### src/rtl/ldst_agen_pkg.sv
package ldst_agen_pkg;

    localparam int unsigned AMT_W   = 5;
    localparam int unsigned AMT_LSB = 7;
    localparam int unsigned KIND_W  = 3;
    localparam int unsigned KIND_LSB = 4;

    localparam logic [KIND_W-1:0] KIND_LSL = 3'b000;
    localparam logic [KIND_W-1:0] KIND_ROR = 3'b110;

    typedef struct packed {
        logic use_index;
        logic pre;
        logic up;
        logic wb;
        logic use_ror;
        logic legal;
    } agen_dec_t;

endpackage

### src/rtl/agen_mode_dec.sv
module agen_mode_dec
    import ldst_agen_pkg::*;
(
    input  logic [4:0]        mode,
    input  logic [KIND_W-1:0] kind,
    output agen_dec_t         dec
);
    logic kind_ok;

    always_comb begin
        kind_ok        = (kind == KIND_LSL) || (kind == KIND_ROR);
        dec.use_index  = mode[4];
        dec.pre        = mode[3];
        dec.up         = mode[2];
        dec.wb         = !mode[3] || mode[0];
        dec.use_ror    = (kind == KIND_ROR);
        dec.legal      = !mode[1] && (!mode[4] || kind_ok);
    end
endmodule

### src/rtl/agen_index_shift.sv
module agen_index_shift #(
    parameter int unsigned DATA_W = 32,
    parameter int unsigned AMT_W  = 5
) (
    input  logic [DATA_W-1:0] idx,
    input  logic [AMT_W-1:0]  amt,
    input  logic              use_ror,
    input  logic              carry,
    output logic [DATA_W-1:0] shifted
);
    localparam int unsigned DBL_W = 2 * DATA_W;

    logic [DBL_W-1:0] dbl;
    logic [DBL_W-1:0] dbl_sh;

    always_comb begin
        dbl    = {idx, idx};
        dbl_sh = dbl >> amt;
        if (!use_ror) begin
            shifted = idx << amt;
        end else if (amt == '0) begin
            shifted = {carry, idx[DATA_W-1:1]};
        end else begin
            shifted = dbl_sh[DATA_W-1:0];
        end
    end
endmodule

### src/rtl/ldst_agen.sv
module ldst_agen
    import ldst_agen_pkg::*;
#(
    parameter int unsigned DATA_W = 32,
    parameter int unsigned IMM_W  = 12
) (
    input  logic              clk,
    input  logic              rst_n,
    input  logic              req_valid,
    input  logic [4:0]        req_mode,
    input  logic [IMM_W-1:0]  req_ofs,
    input  logic [DATA_W-1:0] req_base,
    input  logic [DATA_W-1:0] req_index,
    input  logic              req_carry,
    output logic              out_valid,
    output logic [DATA_W-1:0] out_addr,
    output logic [DATA_W-1:0] out_wb_data,
    output logic              out_wb_en,
    output logic              out_undef
);
    localparam int unsigned PAD_W = DATA_W - IMM_W;

    typedef struct packed {
        logic              valid;
        logic              undef;
        logic              wb_en;
        logic [DATA_W-1:0] addr;
        logic [DATA_W-1:0] wb_data;
    } res_t;

    res_t      res_d, res_q;
    agen_dec_t dec;
    logic [DATA_W-1:0] idx_sh;
    logic [DATA_W-1:0] offset;
    logic [DATA_W-1:0] moved;

    agen_mode_dec u_dec (
        .mode (req_mode),
        .kind (req_ofs[KIND_LSB +: KIND_W]),
        .dec  (dec)
    );

    agen_index_shift #(
        .DATA_W (DATA_W),
        .AMT_W  (AMT_W)
    ) u_shift (
        .idx     (req_index),
        .amt     (req_ofs[AMT_LSB +: AMT_W]),
        .use_ror (dec.use_ror),
        .carry   (req_carry),
        .shifted (idx_sh)
    );

    always_comb begin
        res_d  = res_q;
        offset = dec.use_index ? idx_sh : {{PAD_W{1'b0}}, req_ofs};
        moved  = dec.up ? (req_base + offset) : (req_base - offset);
        res_d.valid = req_valid;
        res_d.undef = req_valid && !dec.legal;
        res_d.wb_en = req_valid && dec.legal && dec.wb;
        if (req_valid) begin
            res_d.addr    = dec.pre ? moved : req_base;
            res_d.wb_data = moved;
        end
    end

    always_ff @(posedge clk) begin
        if (!rst_n) begin
            res_q <= '0;
        end else begin
            res_q <= res_d;
        end
    end

    assign out_valid   = res_q.valid;
    assign out_addr    = res_q.addr;
    assign out_wb_data = res_q.wb_data;
    assign out_wb_en   = res_q.wb_en;
    assign out_undef   = res_q.undef;
endmodule

### config.mk
export PLATFORM = sky130hd
export DESIGN_NAME = ldst_agen
export DESIGN_NICKNAME = d
export VERILOG_FILES = /design/src/rtl/ldst_agen_pkg.sv /design/src/rtl/agen_mode_dec.sv /design/src/rtl/agen_index_shift.sv /design/src/rtl/ldst_agen.sv
export SDC_FILE = /design/constraint.sdc
export NUM_CORES = 1
export LEC_CHECK = 0
export CORE_MARGIN = 4
export CORE_UTILIZATION = 49
export CTS_CLUSTER_DIAMETER = 200
export CTS_CLUSTER_SIZE = 40
export DETAILED_ROUTE_END_ITERATION = 16
export GPL_TIMING_DRIVEN = 0
export PLACE_DENSITY = 0.75
export SLEW_MARGIN = 25
export SYNTH_ARGS = -nofsm -noshare
export SYNTH_HDL_FRONTEND = slang
export SYNTH_SLANG_ARGS = --single-unit
### constraint.sdc
create_clock -name clk -period 12.1 [get_ports clk]
set_input_delay 3.63 -clock clk [delete_from_list [all_inputs] [get_ports clk]]
set_output_delay 3.63 -clock clk [all_outputs]
set_load 0.005 [all_outputs]
* Word level (Yosys, flattened, before mapping)
Index checks and enable logic that the tools add are counted.
Word-level totals: register bits 67, input port bits 85, output and inout bits 67, logic and storage cells 28
Operators by class: add/subtract/negate cells 2, eq/ne operators 1, shift operators 2, muxes and demuxes 5, reduce and logical (&&, ||, !) cells 13
Operators with widths (number):
- 2-to-1 mux 32 bit | 5
- right shift 64 x 5 -> 32 bit | 1
- adder 32 bit | 1
- left shift 32 x 5 -> 32 bit | 1
- subtractor 32 bit | 1
- zero test 5 bit | 1
- logical AND 1 bit | 4
- zero test 1 bit | 4
- equality test 3 bit (second input constant) | 1
- zero test 3 bit | 1
- logical OR 1 bit | 3

* Logic depth before layout (Yosys ltp)
depth after elaboration 7, depth in mapped cells 30, gate-level depth less buffers 25

* Modules after synthesis
A second synthesis with hierarchy kept.
Second synthesis, totals: cell total of the unflattened synthesis 1196, area, all modules 10164.7 µm²
Modules (own cells, without submodules):
- ldst_agen | instances 1, cells each 680, area an instance 5466.5 µm², seq. area each 1341.3 µm²
- agen_index_shift | instances 1, cells each 507, area an instance 4640.7 µm², seq. area each 0.0 µm²
- agen_mode_dec | instances 1, cells each 9, area an instance 57.6 µm², seq. area each 0.0 µm²

* Worst setup path before layout
Ideal clock, no wire load.
path kind input to register, start input req_ofs[8], end register res_q (netlist bit out_addr[28]), setup time 0.133 ns, data arrival time 8.413 ns, data required time 11.967 ns, path slack 3.554 ns, cell stages on the path 25, buffers on the path 3, path through buf_2 -> buf_2 -> clkbuf_1 -> mux4_2 -> mux2i_1 -> a221oi_1 -> o21ai_1 -> o311ai_1 -> a2111oi_2 -> nand4b_4 -> nor2_1 -> a31oi_1 -> xnor2_1 -> ha_1 -> a21o_1 -> a21o_1 -> a21o_1 -> a21o_1 -> a21oi_1 -> o311ai_0 -> nand3_1 -> a31oi_1 -> or3_1 -> a21oi_1 -> o22ai_1
Between the ends: cells in the longest elaborated chain, start to end 7, elaborated cells on any way between the ends 10, those cells by class add/sub: 2; shift: 2; mux: 5; reduce/logical: 1
RTL lines:
- start: declaration | RTL line ldst_agen.sv:11 | input logic [IMM_W-1:0] req_ofs,
- right shift 64 x 5 -> 32 bit / zero test 5 bit (equally long branches) | RTL line agen_index_shift.sv:18, agen_index_shift.sv:21
- 2-to-1 mux 32 bit | RTL line agen_index_shift.sv:21 | end else if (amt == '0) begin
- 2-to-1 mux 32 bit | RTL line agen_index_shift.sv:19 | if (!use_ror) begin
- 2-to-1 mux 32 bit (*) | RTL line ldst_agen.sv:56 | offset = dec.use_index ? idx_sh : {{PAD_W{1'b0}}, req_ofs};
- subtractor 32 bit / adder 32 bit (equally long branches) | RTL line ldst_agen.sv:57 | moved = dec.up ? (req_base + offset) : (req_base - offset);
- 2-to-1 mux 32 bit (*) | RTL line ldst_agen.sv:57
- 2-to-1 mux 32 bit (*) | RTL line ldst_agen.sv:62 | res_d.addr = dec.pre ? moved : req_base;
- end signal: assignment | RTL line ldst_agen.sv:71 | res_q <= res_d;
- end: declaration | RTL line ldst_agen.sv:31 | res_t res_d, res_q;
Every way passes the cells marked *; elsewhere a longest branch is shown, timed or not. A chain may end at the register's enable or synchronous reset.

* Worst setup path after layout
start input req_ofs[10], end register res_q (netlist bit out_addr[25])
The elaborated chain is that of the path after synthesis.

==> tab_implementation.tex <==
\begin{tabular}{lr}
\hline
Metric & Value \\
\hline
\multicolumn{2}{l}{\textbf{Power and ir drop}} \\
\quad Largest voltage drop on the vdd net & 80.3 uV \\
\quad Cell Pwr Density & 106 nW/um\^{}2 \\
\quad Leakage component of the power & 0.00470 uW \\
\multicolumn{2}{l}{\textbf{Drt}} \\
\quad First-pass detailed-route iteration total & 8 \\
\quad Total wirelength of the detailed-routed design & 55,700 microns \\
\quad DRC violations left & 0 \\
\quad Wire length per cell & 34.1 microns \\
\quad Vias per cell & 7.68 \\
\quad Remaining antenna violation count & 0 \\
\quad Violation count after the first detailed-routing iteration & 1,899 \\
\quad Vias after detailed routing & 12,500 \\
\multicolumn{2}{l}{\textbf{Setup path}} \\
\quad Critical setup path kind & input port to flip-flop \\
\quad Most prevalent standard cell on the critical path & sky130\_fd\_sc\_hd\_\_a21oi\_1 \\
\quad Total buffers and inverters traversed by the critical path & 4 \\
\quad Master of the slowest instance on the critical path & sky130\_fd\_sc\_hd\_\_clkdlybuf4s50\_1 \\
\quad Critical path required time & 12.37 ns \\
\quad Top delay family on crit path & compound AO/OA/AOI/OAI gates \\
\quad Worst setup SP type & input port \\
\quad CP max FO & 10 \\
\quad Critical Path End Type & flip-flop \\
\quad Delay of the slowest cell on the worst path & 0.60 ns \\
\quad Worst EP arrival & 10.94 ns \\
\multicolumn{2}{l}{\textbf{Job}} \\
\quad Max-Cap Viols & 0 \\
\multicolumn{2}{l}{\textbf{Clocking}} \\
\quad Insertion delay of the later-clocked pin in the worst-skew pair & 0.35 ns \\
\quad Deepest clock path buffer count & 2 \\
\quad Post-CTS setup buffer count & 0 \\
\quad Quantity of hold-fixing buffers added after cts & 0 \\
\quad Number of gates resized after CTS & 0 \\
\quad Buffer type at the clock tree root & sky130\_fd\_sc\_hd\_\_clkbuf\_16 \\
\quad Clock slew at the register clock pins of the worst setup and hold paths & 0.06 ns \\
\quad CTS tree & yes \\
\quad H-tree Lvls & 3 \\
\quad Total CTS buffers & 9 \\
\quad Clock sinks & 67 \\
\multicolumn{2}{l}{\textbf{Floorplan}} \\
\quad Effective utilization at floorplan & 50.2\% \\
\quad Vert. Die Dim & 152 microns \\
\quad Total Die Area & 23,200 sq um \\
\quad Number of rows created at floorplan & 52 \\
\quad Floorplan Core Area & 20,400 sq um \\
\quad Horiz. Die Dim & 152 microns \\
\quad Top-Level Pins & 152 \\
\multicolumn{2}{l}{\textbf{Global routing}} \\
\quad Residual overflow from global routing & 0 \\
\quad First-pass GRT wire length & 81,500 microns \\
\quad Number of global-route vias before repair & 12,500 \\
\quad Maximum number of pins on one net before global-route repair & 14 \\
\quad Antenna violations before repair & 2 \\
\quad GRT Util Overall & 45.8\% \\
\multicolumn{2}{l}{\textbf{Timing}} \\
\quad Maximum operating frequency & 0.0938 GHz \\
\quad Final setup margin & 1.44 ns \\
\quad Setup-failing EPs final & 0 \\
\quad Transition at the pin with the smallest max-transition slack & 1.14 ns \\
\quad Final TNS setup & 0 ns \\
\quad Fraction of the cycle the final worst path needs & 88.1\% \\
\quad Max-slew headroom at the worst pin & 23.8\% \\
\quad Final worst clock skew & 0 ns \\
\quad Final count of pins violating max slew & 0 \\
\quad Final hold violation count & 0 \\
\quad Unrepaired setup endpoints after global routing & false \\
\quad Final worst path period need & 10.66 ns \\
\multicolumn{2}{l}{\textbf{Cells and area}} \\
\quad Final standard cell count with taps included and fillers excluded & 1,633 \\
\quad Synthesis-to-layout area growth & 20.6\% \\
\quad Fillcell total & 1,652 \\
\quad Area used by multi-input combinational logic & 8240 sq um \\
\quad Utilization after layout & 60.5\% \\
\quad Area occupied by registers & 1340 sq um \\
\quad Design area & 12,300 sq um \\
\quad Commonest non-fill, non-tap cells in the layout & sky130\_fd\_sc\_hd\_\_clkdlybuf4s50\_1 (142), sky130\_fd\_sc\_hd\_\_nor2\_1 (130), sky130\_fd\_sc\_hd\_\_mux2i\_1 (119) \\
\quad Most common cell after layout, fill and taps aside & sky130\_fd\_sc\_hd\_\_clkdlybuf4s50\_1 \\
\quad Fraction of final layout cells sized beyond drive strength 1 & 12.2\% \\
\quad Number of nets at the end of the flow & 1,476 \\
\multicolumn{2}{l}{\textbf{Placement}} \\
\quad Standard cell area after detailed placement & 12,000 sq um \\
\quad Hpwl dp & 41,500 microns \\
\quad Count of buffers from port buffering & 142 \\
\quad RD Place Congestion & 1.12 \\
\quad Post-placement setup slack & 1.61 ns \\
\quad Cell count after placement & 1,615 \\
\multicolumn{2}{l}{\textbf{Logic synthesis}} \\
\quad Number of distinct library cells after synthesis & 91 \\
\quad Synthesized flop and latch total & 67 \\
\quad Number of cells produced by synthesis & 1,202 \\
\quad Summed instance area of the synthesized netlist & 10,200 sq um \\
\quad Ys Warns & 0 \\
\quad Synth Net Count & 1,322 \\
\quad Synthesized area per cell & 8.51 sq um \\
\quad Share of async-settable or async-resettable flops after synthesis & 0\% \\
\quad Prevailing post-synth register cell & sky130\_fd\_sc\_hd\_\_dfxtp\_1 \\
\quad Number of flops mapped to enable cells by yosys & 0 \\
\quad Sequential share of the synthesized area & 13.1\% \\
\multicolumn{2}{l}{\textbf{Hold path}} \\
\quad Class of the worst hold path & flip-flop to flip-flop \\
\multicolumn{2}{l}{\textbf{Status}} \\
\quad Status & finished clean \\
\hline
\end{tabular}
## synth_stat cells, types with 10 or more instances
master                       n  area [sq um]
sky130_fd_sc_hd__nor2_1    130           488
sky130_fd_sc_hd__mux2i_1   119          1190
sky130_fd_sc_hd__clkbuf_1   79           297
sky130_fd_sc_hd__a21oi_1    78           390
sky130_fd_sc_hd__mux4_2     71          1600
sky130_fd_sc_hd__nand2_1    70           263
sky130_fd_sc_hd__dfxtp_1    67          1340
sky130_fd_sc_hd__o21ai_0    64           320
sky130_fd_sc_hd__xnor2_1    40           350
sky130_fd_sc_hd__ha_1       34           425
sky130_fd_sc_hd__a211oi_1   29           218
sky130_fd_sc_hd__nand3_1    24           120
sky130_fd_sc_hd__mux2_2     23           259
sky130_fd_sc_hd__nor3_1     23           115
sky130_fd_sc_hd__inv_1      19          71.3
sky130_fd_sc_hd__o211ai_1   19           143
sky130_fd_sc_hd__xor2_1     19           166
sky130_fd_sc_hd__a21o_1     16           120
sky130_fd_sc_hd__buf_2      15          75.1
sky130_fd_sc_hd__o22ai_1    15          93.8
sky130_fd_sc_hd__nand2b_1   13          81.3
sky130_fd_sc_hd__a31oi_1    11          68.8
sky130_fd_sc_hd__a22oi_1    10          75.1
sky130_fd_sc_hd__buf_1      10          37.5
sky130_fd_sc_hd__nor2b_1    10          62.6
## cell families after synthesis
| family | synth area share (%) |
|---|---|
| buffers and inverters | 6.31 |
| adder cells (fa/ha/maj) | 4.36 |
| AND/OR/NAND/NOR | 16.3 |
| flip-flops | 13.1 |
| AO/OA/AOI/OAI | 22.3 |
| multiplexers | 32.4 |
| XOR/XNOR | 5.29 |
## power by group
part / internal [uW] / switching [uW] / total, uW
logic: 305 / 439 / 744
registers: 253 / 20.8 / 273
clock network: 182 / 112 / 294
## metrics by stage
step	power (uW)	hold slack (ns)
2_1_floorplan	702	0.462
3_3_place_gp	943	0.463
3_5_place_dp	969	0.472
4_1_cts	1270	0.477
5_1_grt	1340	0.488
6_report	1310	0.480
## layer usage
layer	GRT usage, %	up-vias	part of all wire, %
met1	52.4	5806	33
li1	-	4935	-
met5	0	-	0
met2	72.2	1369	43
met3	13.5	433	14
met4	34.5	0	10
## registers in the layout, indices dropped and copies added (netlist names)
name and cells:
out_undef 1, out_wb_data 32, out_valid 1, out_addr 32, out_wb_en 1
## tightest hold or removal path: cells and delay by family (launching register included)
family             cells  cell delay, ns
DFF                    1            0.31
AOI/OAI and AO/OA      1            0.06
and+or+nand+nor        1            0.06
## area by class of cell
cell class | count | share of cell area (%)
Antenna cell | 2 | 0.0406
Buffer | 115 | 4.47
Clock buffer | 9 | 1.83
Clock inverter | 7 | 0.802
Inverter | 25 | 0.761
Multi-Input combinational cell | 995 | 66.9
Sequential cell | 67 | 10.9
Tap cell | 270 | 2.74
Timing Repair Buffer | 143 | 11.6
## final timing paths
check,endpoint,slack (ns),cells past startpoint,start
hold / removal,out_addr[28]$_SDFFE_PN0P_,0.48,2,out_addr[28]$_SDFFE_PN0P_
setup reg to reg,out_addr[19]$_SDFFE_PN0P_,11.10,2,out_addr[19]$_SDFFE_PN0P_
setup / recovery,out_addr[25]$_SDFFE_PN0P_,1.44,25,req_ofs[10]
hold reg to reg,out_addr[28]$_SDFFE_PN0P_,0.48,2,out_addr[28]$_SDFFE_PN0P_
No activity file was read; power rests on OpenSTA's default activity.
